$ cat config.mk
export PLATFORM = sky130hd
export DESIGN_NAME = pin_irq_frontend
export DESIGN_NICKNAME = d
export VERILOG_FILES = /design/src/rtl/pinfe_pkg.sv /design/src/rtl/pinfe_filter.sv /design/src/rtl/pinfe_action.sv /design/src/rtl/pinfe_pend.sv /design/src/rtl/pin_irq_frontend.sv
export SDC_FILE = /design/constraint.sdc
export NUM_CORES = 1
export LEC_CHECK = 0
export BUFFER_PORTS_ARGS = -buffer_cell sky130_fd_sc_hd__buf_2
export CAP_MARGIN = 5
export CORE_MARGIN = 3
export CORE_UTILIZATION = 43
export CTS_CLUSTER_DIAMETER = 30
export CTS_CLUSTER_SIZE = 8
export DETAILED_ROUTE_END_ITERATION = 8
export HOLD_SLACK_MARGIN = 0.06
export PLACE_DENSITY = 0.73
export SYNTH_ARGS = -nofsm -noshare
export SYNTH_HDL_FRONTEND = slang
export SYNTH_SLANG_ARGS = --single-unit
$ cat constraint.sdc
create_clock -name clk_i -period 1.4 [get_ports clk_i]
set_input_delay 0.07 -clock clk_i [delete_from_list [all_inputs] [get_ports clk_i]]
set_output_delay 0.07 -clock clk_i [all_outputs]
set_load 0.01 [all_outputs]
$ cat src/rtl/pinfe_pkg.sv
package pinfe_pkg;
  typedef enum logic [2:0] {
    PIN_HRST  = 3'd0,
    PIN_SRST  = 3'd1,
    PIN_CSTOP = 3'd2,
    PIN_TBEN  = 3'd3,
    PIN_MCHK  = 3'd4,
    PIN_EXT   = 3'd5,
    PIN_THERM = 3'd6
  } pin_e;

  localparam int PB_RST   = 0;
  localparam int PB_EXT   = 1;
  localparam int PB_MCHK  = 2;
  localparam int PB_THERM = 6;
endpackage

$ cat src/rtl/pinfe_filter.sv
module pinfe_filter #(
  parameter int NUM_PINS = 7,
  parameter int IDX_W    = 3,
  parameter int LEVEL_W  = 2
) (
  input  logic                evt_valid_i,
  input  logic [IDX_W-1:0]    evt_pin_i,
  input  logic [LEVEL_W-1:0]  evt_level_i,
  input  logic [NUM_PINS-1:0] state_i,
  output logic [NUM_PINS-1:0] sel_o,
  output logic                lvl_o,
  output logic                hit_o
);
  logic cur;

  for (genvar i = 0; i < NUM_PINS; i++) begin : g_sel
    assign sel_o[i] = evt_valid_i && (evt_pin_i == IDX_W'(i));
  end

  assign lvl_o = |evt_level_i;
  assign cur   = |(state_i & sel_o);
  // out-of-range index leaves sel_o all zero, so no hit
  assign hit_o = (|sel_o) && (cur != lvl_o);
endmodule

$ cat src/rtl/pinfe_action.sv
module pinfe_action
  import pinfe_pkg::*;
#(
  parameter int NUM_PINS = 7,
  parameter int PEND_W   = 8
) (
  input  logic [NUM_PINS-1:0] sel_i,
  input  logic                lvl_i,
  input  logic                hit_i,
  output logic [PEND_W-1:0]   set_o,
  output logic [PEND_W-1:0]   clr_o,
  output logic                halt_we_o
);
  logic ext_chg, thm_chg, srst_chg, mchk_chg;

  assign ext_chg  = hit_i && sel_i[PIN_EXT];
  assign thm_chg  = hit_i && sel_i[PIN_THERM];
  assign srst_chg = hit_i && sel_i[PIN_SRST];
  assign mchk_chg = hit_i && sel_i[PIN_MCHK];

  always_comb begin
    set_o = '0;
    clr_o = '0;
    set_o[PB_EXT]   = ext_chg && lvl_i;
    clr_o[PB_EXT]   = ext_chg && !lvl_i;
    set_o[PB_THERM] = thm_chg && lvl_i;
    clr_o[PB_THERM] = thm_chg && !lvl_i;
    set_o[PB_RST]   = srst_chg && lvl_i;
    clr_o[PB_RST]   = srst_chg && !lvl_i;
    // falling edge only; rising edge leaves the bit alone
    set_o[PB_MCHK]  = mchk_chg && !lvl_i;
  end

  assign halt_we_o = hit_i && sel_i[PIN_CSTOP];
endmodule

$ cat src/rtl/pinfe_pend.sv
module pinfe_pend #(
  parameter int PEND_W = 8
) (
  input  logic              clk_i,
  input  logic              rst_ni,
  input  logic [PEND_W-1:0] set_i,
  input  logic [PEND_W-1:0] clr_i,
  input  logic [PEND_W-1:0] ack_i,
  output logic [PEND_W-1:0] pend_o
);
  logic [PEND_W-1:0] pend_q;

  always_ff @(posedge clk_i or negedge rst_ni) begin
    if (!rst_ni) pend_q <= '0;
    else         pend_q <= (pend_q & ~(clr_i | ack_i)) | set_i;
  end

  assign pend_o = pend_q;

  p_set_wins_r11: assert property (@(posedge clk_i) disable iff (!rst_ni)
    (|set_i) |=> ((pend_o & $past(set_i)) == $past(set_i)));

  p_ack_clears_r11: assert property (@(posedge clk_i) disable iff (!rst_ni)
    (|(ack_i & ~set_i)) |=> ((pend_o & $past(ack_i & ~set_i)) == '0));
endmodule

$ cat src/rtl/pin_irq_frontend.sv
module pin_irq_frontend
  import pinfe_pkg::*;
#(
  parameter int NUM_PINS = 7,
  parameter int PEND_W   = 8,
  parameter int LEVEL_W  = 2,
  parameter int IDX_W    = $clog2(NUM_PINS + 1)
) (
  input  logic                clk_i,
  input  logic                rst_ni,
  input  logic                evt_valid_i,
  input  logic [IDX_W-1:0]    evt_pin_i,
  input  logic [LEVEL_W-1:0]  evt_level_i,
  input  logic [PEND_W-1:0]   ack_i,
  output logic [PEND_W-1:0]   pend_o,
  output logic                halt_o,
  output logic [NUM_PINS-1:0] pin_state_o
);
  logic [NUM_PINS-1:0] state_q;
  logic [NUM_PINS-1:0] sel;
  logic                lvl, hit, halt_we, halt_q;
  logic [PEND_W-1:0]   set_v, clr_v;

  pinfe_filter #(.NUM_PINS(NUM_PINS), .IDX_W(IDX_W), .LEVEL_W(LEVEL_W)) i_filter (
    .evt_valid_i (evt_valid_i),
    .evt_pin_i   (evt_pin_i),
    .evt_level_i (evt_level_i),
    .state_i     (state_q),
    .sel_o       (sel),
    .lvl_o       (lvl),
    .hit_o       (hit)
  );

  pinfe_action #(.NUM_PINS(NUM_PINS), .PEND_W(PEND_W)) i_action (
    .sel_i     (sel),
    .lvl_i     (lvl),
    .hit_i     (hit),
    .set_o     (set_v),
    .clr_o     (clr_v),
    .halt_we_o (halt_we)
  );

  pinfe_pend #(.PEND_W(PEND_W)) i_pend (
    .clk_i  (clk_i),
    .rst_ni (rst_ni),
    .set_i  (set_v),
    .clr_i  (clr_v),
    .ack_i  (ack_i),
    .pend_o (pend_o)
  );

  always_ff @(posedge clk_i or negedge rst_ni) begin
    if (!rst_ni) begin
      state_q <= '0;
      halt_q  <= 1'b0;
    end else begin
      if (hit)     state_q <= (state_q & ~sel) | (lvl ? sel : '0);
      if (halt_we) halt_q  <= lvl;
    end
  end

  assign halt_o      = halt_q;
  assign pin_state_o = state_q;

  p_same_level_r2: assert property (@(posedge clk_i) disable iff (!rst_ni)
    (evt_valid_i && evt_pin_i < IDX_W'(NUM_PINS) && ((pin_state_o >> evt_pin_i) & 1) == (|evt_level_i))
      |=> $stable(pin_state_o) && $stable(halt_o));

  p_out_of_range_r3: assert property (@(posedge clk_i) disable iff (!rst_ni)
    (evt_valid_i && evt_pin_i >= IDX_W'(NUM_PINS)) |=> $stable(pin_state_o) && $stable(halt_o));

  p_halt_source_r7: assert property (@(posedge clk_i) disable iff (!rst_ni)
    !(evt_valid_i && evt_pin_i == IDX_W'(PIN_CSTOP)) |=> $stable(halt_o));

  p_mchk_fall_r6: assert property (@(posedge clk_i) disable iff (!rst_ni)
    (evt_valid_i && evt_pin_i == IDX_W'(PIN_MCHK) && pin_state_o[PIN_MCHK] && !(|evt_level_i))
      |=> pend_o[PB_MCHK]);
endmodule

---- Word-level counts from Yosys, hierarchy flattened ----
Cells that the tools add are included.
storage, ports and cells
  flip-flop bits (word level) ............. 16
  bits in latches ......................... 0
  memory bits (writable) .................. 0
  memory bits (read-only) ................. 0
  input bits .............................. 16
  output and inout port bits .............. 16
  word-level logic and storage cells ...... 44
  memories kept ........................... 0
cells by class
  add/subtract/negate cells ............... 0
  $mul .................................... 0
  div/mod/pow operators ................... 0
  order comparisons ....................... 0
  equal/unequal tests ..................... 7
  shifts and indexed selects .............. 0
  multiplexer cells ....................... 1
  bitwise operators ....................... 8
  reductions and logical operators ........ 25
operators with widths
  cell                                                                    number
  1-bit logical AND                                                       20
  7-bit bitwise AND                                                       2
  7-bit OR reduction                                                      2
  3-bit equality test (second input constant)                             3
  8-bit bitwise AND                                                       1
  8-bit NOT                                                               1
  7-bit by 8-bit bitwise OR with 8-bit output                             1
  8-bit by 7-bit bitwise OR with 8-bit output                             1
  7-bit two-way mux                                                       1
  7-bit NOT                                                               1
  7-bit bitwise OR                                                        1
  3-bit by 2-bit equality test with 1-bit output (second input constant)  2
  3-bit by 1-bit equality test with 1-bit output (second input constant)  1
  3-bit logical NOT                                                       1
  2-bit OR reduction                                                      1
  1-bit logical NOT                                                       1
  1-bit inequality test                                                   1

---- Logic depth before layout (Yosys ltp) ----
Gate-level depths: netlist (run 1).
  depth after elaboration ................. 12
  gate-level depth with buffers ........... 5
  mapped depth without buffers ............ 4

---- Cells and area by module ----
From an unflattened synthesis (run 1), not the netlist that was laid out.
unflattened totals
  cell total of the unflattened synthesis .. 92
  area total of the unflattened synthesis .. 935.9 µm²
modules (own cells, without submodules)
  module            instances  cells each  area each (µm²)  sequential area each (µm²)
  pin_irq_frontend  1          23          316.6            200.2
  pinfe_pend        1          24          290.3            200.2
  pinfe_filter      1          27          196.4            0.0
  pinfe_action      1          18          132.6            0.0

---- Worst setup path before layout (run 1) ----
No wires, ideal clock.
  kind .................................... register to register
  from .................................... reg (tool-made name)
  to ...................................... reg i_pend.pend_q[2], in the netlist i_pend.pend_o[2]
  library setup time ...................... 122 ps
  data arrival time ....................... 1297 ps
  required time ........................... 1278 ps
  path slack .............................. -18 ps
  cell stages (with the launch flop) ...... 5
  path buffers ............................ 0
  clock period less this slack ............ 1418 ps
  path through ............................ dfrtp_1 -> mux2_4 -> a32oi_4 -> nand3_4 -> a32o_1
RTL lines
  what                    RTL line          RTL
  end signal: assignment  pinfe_pend.sv:15  else pend_q <= (pend_q & ~(clr_i | ack_i)) | set_i;
  end: declaration        pinfe_pend.sv:11  logic [PEND_W-1:0] pend_q;

==> out/metrics.csv, run 1 <==
stage,metric,value,unit
outcome,run_status,"finished, final reports clean",
cells_and_area,layout-drive-gt1-share,38.21,%
pwr,leakage,0.5327,nW
global_route,grt_usage,16.39,%
setup_path,critPathMaxFanout,9,
synth,ys_warn_count,0,
cells_and_area,diodes,0,
floorplan,io_pins,32,
floorplan,die_h,51.07,um
floorplan,core,0.001821,mm2
sta,worst_pin_slew,0.4154,ns
synth,synth.distinct_cells,31,
global_route,antenna_found_initial,0,
cells_and_area,nets,141,
drt,viasPerCell,5.392,
clock_tree,clk_pin_slew,0.09,ns
cells_and_area,area_delta_synth_final,30.23,%
drt,drt-wirelength-per-cell,13.76,um
floorplan,start_util,47.97,%
sta,post-route-min-period,1.378,ns
synth,syn_avg_cell_area,10.27,um2
synth,synth.top_cell.area_share,45.85,%
setup_path,crit_type,flop to flop,
global_route,grt_overflow,0,
sta,holdWs,0.07850,ns
global_route,grt_pass1_wl,3236,um
run,maxCapViolCount,0,
drt,vias,798,
clock_tree,htreeDepth,1,
cells_and_area,fin_cells,148,
sta,period_share,98.39,%
sta,hold_viol_final,0,
sta,timing.slew.headroom,72.21,%
setup_path,crit_path_start_kind,flop,
sta,finalMaxSlewViolations,0,
placement,dpl.hpwl,1369,um
placement,dp.cells,138,
drt,wirelength,2036,um
clock_tree,cts.sinks,16,
sta,rsz0062_at_grt,yes,
setup_path,reg2reg_slack,0.02,ns
floorplan,core.rowCount,15,
placement,dpl_cell_area,0.001036,mm2
drt,dr.pass1.iters,4,
pwr,vdd_drop_max,0.6448,mV
global_route,grt_pass1_vias,748,
setup_path,endpoint,i_pend.pend_o[2],
placement,place.gp.congestion,0.8386,
synth,ys_top_cells_by_count,"dfrtp_1 (16), o21ai_0 (12), nor2_1 (10)",
drt,drt-initial-drc-count,14,
placement,portBuffers,31,
clock_tree,cts_tree,built,
synth,synth_area_leaders,"dfrtp_1 (46%), o21ai_0 (6.9%), nor2b_1 (5.7%)",
synth,yosys.area.top_type,dfrtp_1,
setup_path,cp.required,1.58,ns
global_route,grt_max_degree,17,
synth,synth_edf_count,0,
clock_tree,clock-root-buffer,clkbuf_4,
floorplan,dieWidth,51.07,um
setup_path,reg2regPathDepth,4,
synth,synth.most_common_cell,dfrtp_1,
synth,ys_ff_latch,16,
sta,finalWorstSetupSlack,0.02248,ns
sta,tns,0,ns
setup_path,endpoint_kind,flop,
setup_path,r2r-end,i_pend.pend_o[2],
pwr,p_per_area,930.7,mW/mm2
placement,post-place-ws,0.02805,ns
drt,ant_nets,0,
synth,syn_inst,85,
setup_path,crit_arrival,1.56,ns
synth,async_flop_share,100.0,%
clock_tree,post_cts_buffers,0,
sta,setup_violations,0,
synth,dominantRegCellSynth,dfrtp_1,
synth,netlist_area,873.3,um2
synth,synth-seq-area-share,45.85,%
hold_path,worst_hold_path_type,primary input to flop,
cells_and_area,fin_area,0.001137,mm2
floorplan,die-area,0.002608,mm2
clock_tree,cts_made_buffers,3,
sta,max_freq,725.9,MHz
clock_tree,clkLatencyLatePin,0.28,ns
drt,drc,0,
clock_tree,clk_path_buf_depth,2,
sta,fin_skew,0.001736,ns
synth,syn-num-nets,101,
[logic make-up (layout without fill, tap and decap cells)]
group	after synthesis	in the layout	share of synthesized area, %
buffers and inverters	6	44	4.870
and+or+nand+nor	35	35	26.22
muxes	2	2	3.008
DFF	16	16	45.84
AOI/OAI and AO/OA	26	26	20.06
[metal layers]
layer  GRT usage (%)  part of all wire [%]
met5               0                     0
met3           4.082                   6.6
met2           25.97                    48
met1           21.23                    45
met4           6.726                  0.49
[report_power, final]
part           switching (W)  internal (W)
clock               0.000138     0.0000998
sequential         0.0000342      0.000507
combinational       0.000149      0.000130
[stage by stage]
| step | util, % | total power (W) |
|---|---|---|
| after floorplan | - | 0.0007035 |
| after global placement | 56.91 | 0.0008026 |
| after detailed placement | 56.91 | 0.0008107 |
| after CTS | 61.99 | 0.001064 |
| after global routing | 62.47 | 0.001115 |
| final | 62.47 | 0.001059 |
[worst min-delay path by stage]
stage | startpoint | endpoint | slack (ns) | cells past startpoint
6_report | ack_i[6] | i_pend.pend_o[6] | 0.08 | 4
2_1_floorplan | rst_ni | asynchronous set/reset pin | -0.23 | 0
3_3_place_gp | rst_ni | i_pend.pend_o[5] | -0.0004 | 1
3_5_place_dp | rst_ni | i_pend.pend_o[5] | 0.004 | 1
4_1_cts | ack_i[6] | i_pend.pend_o[6] | 0.08 | 4
5_1_grt | ack_i[6] | i_pend.pend_o[6] | 0.11 | 4
[worst max-delay path, stage by stage, from the launching register on]
cell	delay, ns
dfrtp_1	0.42
and3b_1	0.24
o211ai_4	0.23
nand3_4	0.15
a32o_1	0.24
[cell type report]
cell class | instances | area (um2)
multi-input combinational | 63 | 439.2
sequential | 16 | 400.4
timing repair buffer | 40 | 240.2
clock buffer | 3 | 22.52
fill | 166 | 683.2
inverter | 1 | 3.754
tap | 25 | 31.28
[cell usage in the layout, fill, tap and decap left out, types with 2 or more instances in the layout]
cell / instances
buf_2: 31
dfrtp_1: 16
o21ai_0: 12
nor2_1: 10
nor2b_1: 8
a21oi_1: 7
dlygate4sd3_1: 7
nand3_1: 3
clkbuf_4: 3
nand4b_1: 2
a31oi_1: 2
nand2_1: 2
buf_4: 2
[repair_timing]
item                                    in CTS  in global routing
resized for setup                            0                  1
endpoints found under the setup margin       0                  5
hold endpoints to repair                    22                  0
hold buffers                                 7                  0
Note: power is estimated with default switching activity, not from simulation.
==> inputs of run 2 (changes only) <==
CORE_UTILIZATION = 40   (was 43)
PLACE_DENSITY = 0.68   (was 0.73)
SYNTH_HIERARCHICAL = 1   (was default)
==> out/metrics.csv, run 2 <==
stage,metric,value,unit,change
sta,fin_skew,0.007527,ns,+0.005791 ns
setup_path,crit_path_start_kind,flop,,
cells_and_area,layout_common_cells,"buf_2 (31), buf_4 (18), dfrtp_1 (16), nor2_1 (12), conb_1 (9)",,
pwr,p_per_area,992.7,mW/mm2,+6.7%
synth,netlist_area,935.9,um2,+7.2%
cells_and_area,diodes,0,,unchanged
cells_and_area,layout-drive-gt1-share,50.00,%,+12 points
drt,vias,801,,+0.38%
floorplan,dieWidth,54.37,um,+6.5%
sta,tns,-6.167,ns,-6.167 ns
sta,max_freq,499.6,MHz,-31%
cells_and_area,nets,162,,+15%
drt,drc,0,,unchanged
synth,synth_edf_count,0,,unchanged
placement,portBuffers,31,,unchanged
cells_and_area,area_delta_synth_final,43.05,%,
setup_path,crit_type,flop to flop,,
run,maxCapViolCount,0,,unchanged
floorplan,io_pins,32,,unchanged
clock_tree,htreeDepth,1,,unchanged
global_route,antenna_found_initial,0,,unchanged
synth,synth-seq-area-share,42.78,%,-3.1 points
cells_and_area,fin_area,0.001339,mm2,+18%
clock_tree,clk_path_buf_depth,2,,unchanged
global_route,grt_max_degree,17,,unchanged
synth,async_flop_share,100.0,%,unchanged
drt,viasPerCell,4.684,,-13%
sta,post-route-min-period,2.002,ns,+0.6242 ns
outcome,failed_checks,setup timing,,
floorplan,core.rowCount,16,,+1
drt,dr.pass1.iters,4,,unchanged
synth,yosys.area.top_type,dfrtp_1,,
setup_path,slowest_delay,0.40,ns,-0.02 ns
clock_tree,cts_tree,built,,
cells_and_area,final_common_cell,buf_2,,
global_route,grt_pass1_wl,3374,um,+4.3%
drt,drt-wirelength-per-cell,12.27,um,-11%
clock_tree,clkLatencyLatePin,0.28,ns,about the same
synth,syn_avg_cell_area,10.17,um2,-0.99%
global_route,grt_pass1_vias,807,,+7.9%
setup_path,endpoint_kind,flop,,
synth,ys_warn_count,6,,+6
sta,rsz0062_at_grt,yes,,
outcome,run_status,"finished, violations left",,
clock_tree,clock-root-buffer,clkbuf_4,,
synth,synth.most_common_cell,dfrtp_1,,
global_route,grt_usage,15.75,%,-0.64 points
drt,ant_nets,0,,unchanged
floorplan,start_util,44.95,%,-3.0 points
synth,dominantRegCellSynth,dfrtp_1,,
synth,synth.top_cell.area_share,42.78,%,-3.1 points
sta,setup_violations,12,,+12
setup_path,cp.required,1.56,ns,-0.02 ns
synth,ys_top_cells_by_count,"dfrtp_1 (16), nor2_1 (12), nand2_1 (10)",,
hold_path,min-delay-start,ack_i[6],,
pwr,vdd_drop_max,0.6526,mV,+1.2%
placement,dp.cells,165,,+20%
setup_path,path_cells,mux2i_1 -> nor3b_2 -> a2111oi_4 -> mux2i_2 -> buf_4 -> and2_4 -> mux2_4,,
drt,wirelength,2098,um,+3.0%
sta,period_share,143.0,%,+45 points
setup_path,critical_path_buf_inv_count,1,,+1
global_route,grt_overflow,0,,unchanged
setup_path,critPathMaxFanout,7,,-2
synth,ys_ff_latch,16,,unchanged
setup_path,cp_slowest_cell,dfrtp_1,,
clock_tree,cts_made_buffers,3,,unchanged
sta,hold_viol_final,0,,unchanged
clock_tree,cts.sinks,16,,unchanged
synth,syn_inst,92,,+8.2%
setup_path,critical_path.top_delay_family,multiplexers,,
drt,drt-initial-drc-count,5,,-9
synth,synth.distinct_cells,24,,-23%
sta,finalWorstSetupSlack,-0.6017,ns,-0.6242 ns
clock_tree,clk_pin_slew,0.09,ns,about the same
floorplan,core,0.002082,mm2,+14%
synth,synth_area_leaders,"dfrtp_1 (43%), mux2_1 (8.4%), buf_4 (7.2%)",,
setup_path,crit_arrival,2.16,ns,+0.60 ns
cells_and_area,fin_cells,171,,+16%
hold_path,worst_hold_path_type,primary input to flop,,
placement,dpl.hpwl,1588,um,+16%
placement,dpl_cell_area,0.001205,mm2,+16%
placement,place.gp.congestion,0.8433,,+0.56%
sta,finalMaxSlewViolations,0,,unchanged
floorplan,die-area,0.002956,mm2,+13%
floorplan,die_h,54.37,um,+6.5%
pwr,leakage,0.7840,nW,+47%
sta,holdWs,0.07522,ns,-0.003274 ns
==> run 2: cell families (layout without fill, tap and decap cells) <==
kind of cell	after synthesis	in the layout	synth area share [%]
AO/OA/AOI/OAI	10	10	8.555
flip-flops	16	16	42.78
multiplexers	11	11	12.83
AND/OR/NAND/NOR	42	42	25.40
buffers and inverters	12	56	10.03
other	1	9	0.4007
==> run 2: worst reg2reg max path, cell delays in order (launching register included) <==
cell       delay [ns]
dfrtp_1          0.40
mux2i_1          0.18
nor3b_2          0.08
a2111oi_4        0.31
mux2i_2          0.31
buf_4            0.19
and2_4           0.14
mux2_4           0.29
==> run 2: layer usage <==
| metal | vias to the layer above | track usage (%) | wire length [um] |
|---|---|---|---|
| li1 | 406 | - | - |
| met1 | 368 | 19.39 | 897 |
| met2 | 25 | 26.89 | 1064 |
| met3 | 2 | 2.180 | 127 |
| met4 | 0 | 7.469 | 8 |
| met5 | - | 0 | 0 |
==> run 2: cell type report <==
type | count | area [um2]
fillers | 187 | 743.2
multi-input cells | 72 | 556.8
flip-flops and latches | 16 | 400.4
repair buffers | 52 | 321.6
well taps | 27 | 33.78
clock buffers | 3 | 22.52
inverters | 1 | 3.754
==> run 2: final timing paths <==
path                                                   end  slack, ns  depth (start not counted)
min in group asynchronous                 i_pend/pend_o[3]       0.23                          2
worst max register to register                      halt_o      -0.60                          7
max in group asynchronous       asynchronous set/reset pin       0.90                          2
worst min register to register            i_pend/pend_o[4]       0.48                          1
worst max-delay path                                halt_o      -0.60                          7
worst min-delay path                      i_pend/pend_o[6]       0.08                          3
==> run 2: power by group <==
group          internal [W]  switching, W
registers          0.000536     0.0000465
clock network     0.0000996      0.000133
logic              0.000298      0.000216
total              0.000933      0.000396
==> run 2: timing repair <==
action	4_1_cts	5_1_grt
setup endpoints to repair	12	12
buffers inserted	0	1
pin swaps	4	2
cloned	0	0
hold endpoints to repair	17	0
hold buffers	2	0
gates resized for setup	10	9
==> run 2: per-stage QoR <==
stage               power [W]  utilization, %  setup slack (ns)
finish               0.001329           64.30           -0.6017
global route         0.001411           64.30           -0.6585
CTS                  0.001303           61.54           -0.6099
detailed placement   0.001009           57.87           -0.6063
global placement    0.0009907           57.87           -0.5288
floorplan           0.0007859               -           -0.6989
==> inputs of run 3 (changes only) <==
PLACE_DENSITY = 0.65   (was 0.68)
SLEW_MARGIN = 30   (was default)
clock period = 2.1 ns   (was 1.4 ns; I/O delays follow)
==> out/metrics.csv, run 3 (synthesized netlist as in run 2, its figures left out) <==
stage,metric,value,unit,change
outcome,run_status,"finished, final reports clean",,
sta,holdWs,0.1019,ns,+0.02672 ns
placement,post-place-ws,0.02291,ns,+0.6292 ns
hold_path,hold_depth,3,,unchanged
setup_path,critPathMaxFanout,4,,-3
cells_and_area,final_common_cell,buf_2,,
drt,dr.pass1.iters,3,,-1
setup_path,crit_arrival,2.21,ns,+0.05 ns
pwr,p_int,0.0005550,W,-41%
sta,rsz0062_at_grt,yes,,
drt,wirelength,1727,um,-18%
pwr,p_seq_share,50.0,%,+6.2 points
setup_path,reg2regPathDepth,7,,unchanged
hold_path,worst_hold_path_type,primary input to flop,,
clock_tree,htreeDepth,1,,unchanged
pwr,p_per_area,681.2,mW/mm2,-31%
cells_and_area,layout-drive-gt1-share,40.63,%,-9.4 points
cells_and_area,nets,146,,-9.9%
clock_tree,cts.sinks,16,,unchanged
floorplan,core,0.002082,mm2,unchanged
cells_and_area,area_delta_synth_final,23.93,%,
pwr,vdd_drop_max,0.4995,mV,-23%
drt,viasPerCell,4.806,,+2.6%
sta,hold_viol_final,0,,unchanged
cells_and_area,diodes,0,,unchanged
sta,max_freq,489.7,MHz,-2.0%
sta,finalMaxSlewViolations,0,,unchanged
drt,ant_nets,0,,unchanged
floorplan,core.rowCount,16,,unchanged
setup_path,crit_path_start_kind,flop,,
sta,period_share,97.24,%,-46 points
global_route,grt_usage,12.96,%,-2.8 points
global_route,grt_pass1_wl,2697,um,-20%
floorplan,io_pins,32,,unchanged
clock_tree,clkLatencyLatePin,0.28,ns,about the same
drt,drc,0,,unchanged
pwr,power_frac_clock,19.6,%,+2.1 points
clock_tree,cts_made_buffers,3,,unchanged
sta,fin_skew,0.002478,ns,-0.005049 ns
hold_path,min-delay-start,ack_i[1],,
global_route,antenna_found_initial,0,,unchanged
cells_and_area,layout_common_cells,"buf_2 (31), dfrtp_1 (16), nor2_1 (12), conb_1 (9)",,
clock_tree,clk_pin_slew,0.09,ns,about the same
drt,drt-initial-drc-count,8,,+3
global_route,grt_overflow,0,,unchanged
floorplan,die-area,0.002956,mm2,unchanged
sta,setup_violations,0,,-12
drt,drt-wirelength-per-cell,11.14,um,-9.2%
setup_path,crit_type,flop to flop,,
pwr,p_sw,0.0002351,W,-41%
setup_path,cp.required,2.27,ns,+0.71 ns
clock_tree,cts_tree,built,,
pwr,leakage,0.6585,nW,-16%
sta,post-route-min-period,2.042,ns,+0.04038 ns
floorplan,die_h,54.37,um,unchanged
floorplan,start_util,44.95,%,unchanged
pwr,p_total,0.0007901,W,-41%
placement,dpl.hpwl,1371,um,-14%
pwr,p_comb_share,30.4,%,-8.2 points
pwr,sw_frac_of_total,29.76,%,about the same
global_route,grt_pass1_vias,645,,-20%
drt,vias,745,,-7.0%
clock_tree,clock-root-buffer,clkbuf_4,,
run,maxCapViolCount,0,,unchanged
global_route,grt_max_degree,17,,unchanged
sta,finalWorstSetupSlack,0.05792,ns,+0.6596 ns
setup_path,endpoint_kind,flop,,
cells_and_area,final_util,55.71,%,-8.6 points
placement,place.gp.congestion,0.7617,,-9.7%
placement,portBuffers,31,,unchanged
clock_tree,clk_path_buf_depth,2,,unchanged
floorplan,dieWidth,54.37,um,unchanged
-- run 3: path summary, 6_finish.rpt --
| path | endpoint | slack (ns) |
|---|---|---|
| worst max-delay path | flop | 0.06 |
| worst min-delay path | i_pend/pend_o[1] | 0.10 |
| worst max register to register | flop | 0.06 |
| worst min register to register | i_pend/pend_o[1] | 0.48 |
| max in group asynchronous | asynchronous set/reset pin | 1.58 |
| min in group asynchronous | i_pend/pend_o[6] | 0.26 |
-- run 3: worst max-delay path, stage by stage (launching register included) --
cell and delay [ns]:
dfrtp_1 0.40, mux2i_1 0.16, nor3b_1 0.08, a2111oi_2 0.36, mux2i_2 0.37, buf_4 0.19, nand2_1 0.05, mux2_1 0.33
-- run 3: per-stage QoR --
| step | cell area (um2) | setup TNS (ns) | cells |
|---|---|---|---|
| 3_5_place_dp | 1092 | 0 | 150 |
| 6_report | 1160 | 0 | 155 |
| 3_3_place_gp | 1092 | 0 | 150 |
| 4_1_cts | 1125 | 0 | 154 |
| 5_1_grt | 1160 | -0.4649 | 155 |
| 2_1_floorplan | 970.9 | -0.0002058 | 100 |
-- run 3: per-layer routing --
metal | GRT usage, % | up-vias | share of wire [%]
met1 | 15.85 | 345 | 46
met5 | 0 | - | 0
met4 | 6.224 | 0 | 1.6
li1 | - | 371 | -
met3 | 3.542 | 4 | 8.3
met2 | 20.92 | 25 | 44
-- run 3: area by class of cell --
class,count,area [um2]
fill,204,922.1
clock buffer,3,22.52
inverter,1,3.754
multi-input combinational,72,504.2
sequential,16,400.4
tap,27,33.78
timing repair buffer,36,195.2
-- run 3: power groups by stage --
stage	Sequential [W]	Combinational, W	Clock (W)
finish	0.000395	0.000240	0.000155
global route	0.000402	0.000264	0.000177
CTS	0.000395	0.000213	0.000163
detailed placement	0.000401	0.000211	0
global placement	0.000397	0.000206	0
floorplan	0.000419	0.000105	0
-- run 3: timing repair --
action,CTS,global route
setup endpoints to repair,0,9
gates resized for setup,0,8
hold buffers,1,0
setup buffers,0,1
endpoints found under the hold margin,16,0
